`config.mk`:
```
export PLATFORM = sky130hd
export DESIGN_NAME = lcd_nibble_driver
export DESIGN_NICKNAME = d
export VERILOG_FILES = /design/src/rtl/lcd_pkg.sv /design/src/rtl/lcd_prescaler.sv /design/src/rtl/lcd_byte_rom.sv /design/src/rtl/lcd_nibble_fsm.sv /design/src/rtl/lcd_nibble_driver.sv
export SDC_FILE = /design/constraint.sdc
export NUM_CORES = 1
export LEC_CHECK = 0
export BUFFER_PORTS_ARGS = -buffer_cell sky130_fd_sc_hd__buf_2
export CORE_MARGIN = 3
export CORE_UTILIZATION = 40
export CTS_CLUSTER_DIAMETER = 100
export DETAILED_ROUTE_END_ITERATION = 8
export PLACE_DENSITY_LB_ADDON = 0.2
export SETUP_SLACK_MARGIN = 0.5
export SYNTH_ARGS = -nofsm -noshare
export SYNTH_HDL_FRONTEND = slang
export SYNTH_SLANG_ARGS = --single-unit
```
`constraint.sdc`:
```
create_clock -name clk_i -period 3.53 [get_ports clk_i]
set_input_delay 0.1765 -clock clk_i [delete_from_list [all_inputs] [get_ports clk_i]]
set_output_delay 0.1765 -clock clk_i [all_outputs]
set_load 0.005 [all_outputs]
```
`src/rtl/lcd_pkg.sv`:
```
package lcd_pkg;
  typedef struct packed {
    logic       rsv;
    logic       en;
    logic       rw;
    logic       rs;
    logic [3:0] data;
  } lcd_word_t;

  localparam int unsigned NUM_INIT   = 4;
  localparam logic [7:0]  CMD_FUNC   = 8'h28;
  localparam logic [7:0]  CMD_DISP   = 8'h0C;
  localparam logic [7:0]  CMD_CLEAR  = 8'h01;
  localparam logic [7:0]  CMD_ENTRY  = 8'h06;
  localparam logic [7:0]  CMD_ROW2   = 8'hC0;

  // six slots per byte: setup/strobe/hold for each nibble
  localparam int unsigned SLOTS_PER_NIB = 3;
  localparam int unsigned SLOTS_PER_BYTE = 2 * SLOTS_PER_NIB;

  typedef enum logic {ST_RUN, ST_IDLE} seq_st_e;
endpackage

```
`src/rtl/lcd_prescaler.sv`:
```
module lcd_prescaler #(
  parameter int unsigned TICK_DIV = 50000
) (
  input  logic clk_i,
  input  logic rst_ni,
  output logic tick_o
);
  localparam int unsigned CNT_W = (TICK_DIV > 2) ? $clog2(TICK_DIV) : 1;
  localparam logic [CNT_W-1:0] CNT_MAX = CNT_W'(TICK_DIV - 1);

  logic [CNT_W-1:0] cnt_q;

  always_ff @(posedge clk_i or negedge rst_ni) begin
    if (!rst_ni)             cnt_q <= '0;
    else if (cnt_q == CNT_MAX) cnt_q <= '0;
    else                     cnt_q <= cnt_q + 1'b1;
  end

  assign tick_o = (cnt_q == CNT_MAX);
endmodule

```
`src/rtl/lcd_byte_rom.sv`:
```
module lcd_byte_rom
  import lcd_pkg::*;
#(
  parameter int unsigned        COLS     = 16,
  parameter int unsigned        IDX_W    = 6,
  parameter logic [8*COLS-1:0]  LINE_TOP = '0,
  parameter logic [8*COLS-1:0]  LINE_BOT = '0
) (
  input  logic [IDX_W-1:0] idx_i,
  output logic [7:0]       byte_o,
  output logic             rs_o
);
  localparam int unsigned TOP_BASE = NUM_INIT;
  localparam int unsigned ROW2_IDX = NUM_INIT + COLS;
  localparam int unsigned BOT_BASE = ROW2_IDX + 1;

  always_comb begin
    int unsigned i;
    i      = int'(idx_i);
    byte_o = 8'h00;
    rs_o   = 1'b0;
    if (i < NUM_INIT) begin
      case (i)
        0:       byte_o = CMD_FUNC;
        1:       byte_o = CMD_DISP;
        2:       byte_o = CMD_CLEAR;
        default: byte_o = CMD_ENTRY;
      endcase
    end else if (i < ROW2_IDX) begin
      byte_o = LINE_TOP[8*(COLS-1-(i-TOP_BASE)) +: 8];
      rs_o   = 1'b1;
    end else if (i == ROW2_IDX) begin
      byte_o = CMD_ROW2;
    end else if (i < BOT_BASE + COLS) begin
      byte_o = LINE_BOT[8*(COLS-1-(i-BOT_BASE)) +: 8];
      rs_o   = 1'b1;
    end
  end
endmodule

```
`src/rtl/lcd_nibble_fsm.sv`:
```
module lcd_nibble_fsm
  import lcd_pkg::*;
#(
  parameter int unsigned NBYTES = 37,
  parameter int unsigned IDX_W  = 6
) (
  input  logic             clk_i,
  input  logic             rst_ni,
  input  logic             tick_i,
  output logic [IDX_W-1:0] idx_o,
  output logic [2:0]       slot_o,
  output logic             idle_o
);
  localparam logic [2:0]       SLOT_LAST = 3'(SLOTS_PER_BYTE - 1);
  localparam logic [IDX_W-1:0] IDX_LAST  = IDX_W'(NBYTES - 1);

  seq_st_e          st_q;
  logic [2:0]       slot_q;
  logic [IDX_W-1:0] idx_q;

  always_ff @(posedge clk_i or negedge rst_ni) begin
    if (!rst_ni) begin
      st_q   <= ST_RUN;
      slot_q <= '0;
      idx_q  <= '0;
    end else if (tick_i && st_q == ST_RUN) begin
      if (slot_q == SLOT_LAST) begin
        slot_q <= '0;
        if (idx_q == IDX_LAST) st_q  <= ST_IDLE;
        else                   idx_q <= idx_q + 1'b1;
      end else begin
        slot_q <= slot_q + 1'b1;
      end
    end
  end

  assign idx_o  = idx_q;
  assign slot_o = slot_q;
  assign idle_o = (st_q == ST_IDLE);
endmodule

```
`src/rtl/lcd_nibble_driver.sv`:
```
module lcd_nibble_driver
  import lcd_pkg::*;
#(
  parameter int unsigned       TICK_DIV = 50000,
  parameter int unsigned       COLS     = 16,
  parameter logic [8*COLS-1:0] LINE_TOP = "NIBBLE LINK UP  ",
  parameter logic [8*COLS-1:0] LINE_BOT = "4BIT BUS 2 LINES"
) (
  input  logic       clk_i,
  input  logic       rst_ni,
  output logic [7:0] lcd_ctrl_o
);
  localparam int unsigned NBYTES = NUM_INIT + 2 * COLS + 1;
  localparam int unsigned IDX_W  = $clog2(NBYTES + 1);

  logic             tick;
  logic [IDX_W-1:0] byte_idx;
  logic [2:0]       slot;
  logic             idle;
  logic [7:0]       cur_byte;
  logic             cur_rs;
  lcd_word_t        word_d, word_q;

  lcd_prescaler #(.TICK_DIV(TICK_DIV)) u_presc (
    .clk_i (clk_i),
    .rst_ni(rst_ni),
    .tick_o(tick)
  );

  lcd_nibble_fsm #(.NBYTES(NBYTES), .IDX_W(IDX_W)) u_fsm (
    .clk_i (clk_i),
    .rst_ni(rst_ni),
    .tick_i(tick),
    .idx_o (byte_idx),
    .slot_o(slot),
    .idle_o(idle)
  );

  lcd_byte_rom #(
    .COLS(COLS), .IDX_W(IDX_W), .LINE_TOP(LINE_TOP), .LINE_BOT(LINE_BOT)
  ) u_rom (
    .idx_i (byte_idx),
    .byte_o(cur_byte),
    .rs_o  (cur_rs)
  );

  always_comb begin
    logic hi_half;
    hi_half = (slot < 3'(SLOTS_PER_NIB));
    word_d  = '0;
    if (!idle) begin
      word_d.en   = (slot == 3'd1) || (slot == 3'd4);
      word_d.rs   = cur_rs;
      word_d.data = hi_half ? cur_byte[7:4] : cur_byte[3:0];
    end
  end

  // registered so enable cannot glitch against data
  always_ff @(posedge clk_i or negedge rst_ni) begin
    if (!rst_ni) word_q <= '0;
    else         word_q <= word_d;
  end

  assign lcd_ctrl_o = word_q;
endmodule

```
-- Word-level counts from Yosys, hierarchy flattened
Index checks and enable logic that the tools add are counted.
- shifts and indexed selects: 2
- bitwise logic cells: 2
- eq/ne operators: 8
- magnitude comparators: 4
- add/subtract/negate cells: 7
- muxes and demuxes: 14
- reductions and logical operators: 5
- operators by type and width (operator ; number):
    $shiftx A128 B33 Y8 const A ; 2
    $sub A4 B29 Y29 const A ; 2
    $mux W8 ; 4
    $pmux W6 S3 ; 1
    $add A16 B1 Y16 const B ; 1
    $eq A16 B16 Y1 const B ; 1
    $mux W16 ; 1
    $sub A6 B3 Y7 const B ; 1
    $sub A6 B5 Y7 const B ; 1
    $add A6 B1 Y6 const B ; 1
    $eq A3 B3 Y1 const B ; 2
    $eq A6 B1 Y1 const B ; 1
    $eq A6 B2 Y1 const B ; 1
    $eq A6 B5 Y1 const B ; 1
    $eq A6 B6 Y1 const B ; 1
    $logic_not A6 Y1 ; 1
    $lt A6 B3 Y1 const B ; 1
    $lt A6 B5 Y1 const B ; 1
    $lt A6 B6 Y1 const B ; 1
    $reduce_and A3 Y1 ; 2
    $mux W1 ; 5
    $mux W5 ; 1
    $mux W4 ; 1
    $add A3 B1 Y3 const B ; 1
    6 further kinds ; 7
- flip-flop bits (word level): 32
- bits of input ports: 2
- word-level logic and storage cells: 49

-- Depth between registers and ports, before layout
- depth after elaboration: 9
- depth in mapped cells: 9

-- Hierarchy
From an unflattened synthesis, not the netlist that was laid out.
- cell total of the unflattened synthesis: 256
- area, all modules: 2358.5 sq um
- by module, submodules not included (module ; area each (sq um) ; times used ; seq. area each (sq um) ; cells an instance):
    lcd_byte_rom ; 825.8 ; 1 ; 0.0 ; 125
    lcd_prescaler ; 762.0 ; 1 ; 400.4 ; 67
    lcd_nibble_fsm ; 470.5 ; 1 ; 250.2 ; 39
    lcd_nibble_driver ; 300.3 ; 1 ; 150.1 ; 25

-- Least setup slack after synthesis
No wires, ideal clock.
- kind: reg-to-reg
- from: register u_fsm.idx_q[0], in the netlist u_fsm.idx_o[0]
- to: register word_q (netlist bit lcd_ctrl_o[3])
- arrival: 1.988 ns
- cell stages (with the launch flop): 9
- slack: 1.431 ns
- cells stage by stage: dfrtp_1 clkinv_1 ha_1 buf_6 and2b_1 a31oi_1 o31ai_4 nand3_1 a2111oi_2
- RTL lines (element ; RTL line ; text):
    start, declared ; lcd_nibble_fsm.sv:19 ; logic [IDX_W-1:0] idx_q;
    start signal, assigned ; lcd_nibble_fsm.sv:30 ; else idx_q <= idx_q + 1'b1;
    end signal, assigned ; lcd_nibble_driver.sv:61 ; else word_q <= word_d;
    end, declared ; lcd_nibble_driver.sv:22 ; lcd_word_t word_d, word_q;

==> flow_summary.json <==
{
  "reg2regPathDepth": 7,
  "insertion_delay_ps": 290,
  "cts.sinks": 32,
  "tritoncts": "done",
  "core_sq_mm": 0.00564,
  "hold_viol_final": 0,
  "fp.dieH_um": 83.3,
  "numCtsBuffers": 5,
  "ctsLongestPathBuffers": 2,
  "period_share_pct": 77.1,
  "p_per_area_mw_per_mm2": 284,
  "tightest_slew_ps": 715,
  "synthToLayoutAreaGrowth_pct": 6.75,
  "wire_per_inst_um": 15.4,
  "drc": 0,
  "critPathRequiredTime_ps": 3700,
  "antenna_found_initial": 0,
  "wirelength_um": 5300,
  "cp.arrival_ps": 2890,
  "synth_seq_cells": 32,
  "ys_types": 63,
  "syn-cell-area_sq_mm": 0.00239,
  "initial_core_util_pct": 42.4,
  "vias_per_cell": 5.73,
  "drive_above_1_share_pct": 12.9,
  "yosys_most_used_dff": "dfrtp_1",
  "grt_overflow": 0,
  "ios": 10,
  "synth_cells": 271,
  "diodes": 0,
  "htree_levels": 2,
  "antenna_left": 0,
  "endpoint_kind": "flop",
  "seq_area_frac_synth_pct": 33.5,
  "postCtsSetupBuffers": 0,
  "grt.total_usage_pct": 15.5,
  "multi_input_area_sq_mm": 0.00145,
  "dpl.hpwl_um": 3750,
  "die_area_sq_mm": 0.00694,
  "port_buffers": 7,
  "r2r_setup_slack_ps": 810,
  "r2r-start": "u_fsm.idx_o[1]",
  "synth-edff-count": 0,
  "hold_class": "in2async",
  "status": "finished, final reports clean",
  "rsz0062_at_grt": "false",
  "reg2reg_to": "lcd_ctrl_o[3]",
  "ff_latch_area_sq_um": 802,
  "startpoint_type": "flop",
  "drt_iter0_drc": 123,
  "min_period_ps": 2720,
  "finalSetupTns_ps": 0,
  "relSlewSlack_pct": 52.4,
  "rows": 27,
  "clock_skew_ps": 7.64,
  "fmax_ghz": 0.368,
  "finalMaxSlewViolations": 0,
  "vdd_ir_drop_max_mv": 0.124,
  "clk_pin_slew_ps": 70,
  "worstSetupPathType": "reg2reg",
  "place_congestion": 0.841,
  "fin_nets": 283,
  "crit_start": "u_fsm.idx_o[1]",
  "grt_pass1_wl_um": 9020,
  "yosysWarnings": 0,
  "cp_max_fo": 17,
  "p_leak_nw": 1.09,
  "vias": 1972,
  "grt_pass1_vias": 1827,
  "cts_root_buffer": "clkbuf_8",
  "dr.pass1.iters": 4,
  "final_core_util_pct": 45.3,
  "die_w_um": 83.3,
  "synthArstFlopShare_pct": 100,
  "nFillCells": 557,
  "grt_max_degree": 33,
  "maxCapViolations": 0,
  "synth_area_per_cell_sq_um": 8.83,
  "setup_viol": 0
}
## layout make-up
type | count | area share (%)
sequential | 32 | 31.4
timing repair buffer | 11 | 2.65
inverter | 11 | 1.62
clock inverter | 2 | 1.37
tap | 72 | 3.53
multi-input combinational | 210 | 56.6
clock buffer | 6 | 2.84
## worst max-delay path: stages, from the launching register on
cell and delay, ps:
dfrtp_1 640, inv_1 280, ha_1 450, and2b_1 290
a31oi_1 140, o31ai_4 310, nand3_1 160, a2111oi_2 340
## how the worst max path moves through the flow
stage                     slack [ps]       endpoint
final                            810  lcd_ctrl_o[3]
after global routing             570  lcd_ctrl_o[3]
after CTS                        630  lcd_ctrl_o[3]
after detailed placement         660  lcd_ctrl_o[3]
after global placement           810  lcd_ctrl_o[3]
after floorplan                 1430  lcd_ctrl_o[3]
## cells in the mapped netlist (all sizes together), types with 2 or more instances
cell type / number / area (sq um)
a21o: 3 / 22.5
a21oi: 6 / 30.0
a221o: 2 / 20.0
a311oi: 4 / 41.3
a31o: 2 / 17.5
a31oi: 4 / 25.0
and2: 2 / 12.5
and3: 6 / 37.5
and4bb: 2 / 25.0
buf: 12 / 82.6
clkbuf: 7 / 26.3
dfrtp: 32 / 801
ha: 10 / 125
inv: 10 / 37.5
mux2: 2 / 22.5
nand2: 20 / 80.1
nand2b: 2 / 12.5
nand3: 10 / 50.1
nand3b: 2 / 15.0
nand4: 9 / 62.6
nor2: 29 / 109
nor2b: 5 / 31.3
nor3: 10 / 55.1
nor3b: 2 / 15.0
nor4: 4 / 25.0
o211ai: 2 / 15.0
o21a: 4 / 30.0
o21ai: 11 / 55.1
o21bai: 2 / 15.0
o311a: 2 / 20.0
o31ai: 5 / 51.3
o32ai: 2 / 25.0
or4: 2 / 18.8
xnor2: 19 / 166
xor2: 6 / 52.6
## per-layer routing
layer / vias to the layer above / global-route usage (%) / routed length (um)
met4: 0 / 6.09 / 117
met1: 926 / 21.8 / 2610
met5: - / 0 / 0
met2: 53 / 23.5 / 2350
li1: 979 / - / -
met3: 14 / 2.78 / 231
## report_power, final
part,total [mW],switching (mW),leakage [nW],internal [mW]
Clock,0.350,0.141,0.0552,0.209
Sequential,0.366,0,0.426,0.366
Combinational,0.00858,0.00747,0.607,0.00111
Total,0.725,0.148,1.09,0.577
## registers in the layout, summed over array words and instances, names as in the netlist
| register | cells |
|---|---|
| lcd_ctrl_o | 6 |
| u_fsm.slot_o | 3 |
| u_fsm.idx_o | 6 |
| u_presc.cnt_q | 16 |
| u_fsm.idle_o | 1 |
## layout by cell type (no fill, tap or decap), types with 3 or more instances in the layout
cell	Yosys	routed
dfrtp_1	32	31
nor2_1	29	29
xnor2_1	19	19
nand2_1	18	18
o21ai_0	11	11
inv_1	10	10
nand3_1	10	10
ha_1	10	10
nor3_1	9	9
nand4_1	8	8
buf_2	6	7
and3_1	6	6
xor2_1	6	6
a21oi_1	6	6
nor2b_1	5	5
clkbuf_8	0	5
nor4_1	4	4
a31oi_1	4	4
o21a_1	4	4
o31ai_1	4	4
a21o_1	3	3
a311oi_1	3	3
buf_4	4	3
## timing repair
item / 4_1_cts / 5_1_grt
hold buffers: 1 / 0
hold endpoints to repair: 32 / 0
resized for setup: 0 / 1
endpoints found under the setup margin: 0 / 3
## through the flow
stage                     setup WS [ps]  area, sq um  power (mW)  hold WS, ps  instances
after floorplan                    1430         2400       0.376         -119        272
after global placement              812         2430       0.382          276        335
after detailed placement            660         2430       0.382          282        335
after CTS                           631         2550       0.734          501        344
after global routing                566         2550       0.759          529        344
final                               810         2550       0.725          472        344
## cells by family after synthesis
logic type,after synthesis,synth area share (%)
xor gates and xnor gates,25,9.15
buffers and inverters,30,6.28
adders and majority gates,10,5.23
DFF,32,33.5
and+or+nand+nor,112,25.5
AOI/OAI and AO/OA,58,18.8
muxes,3,1.36
other,1,0.157
(Power assumes the default switching activity.)
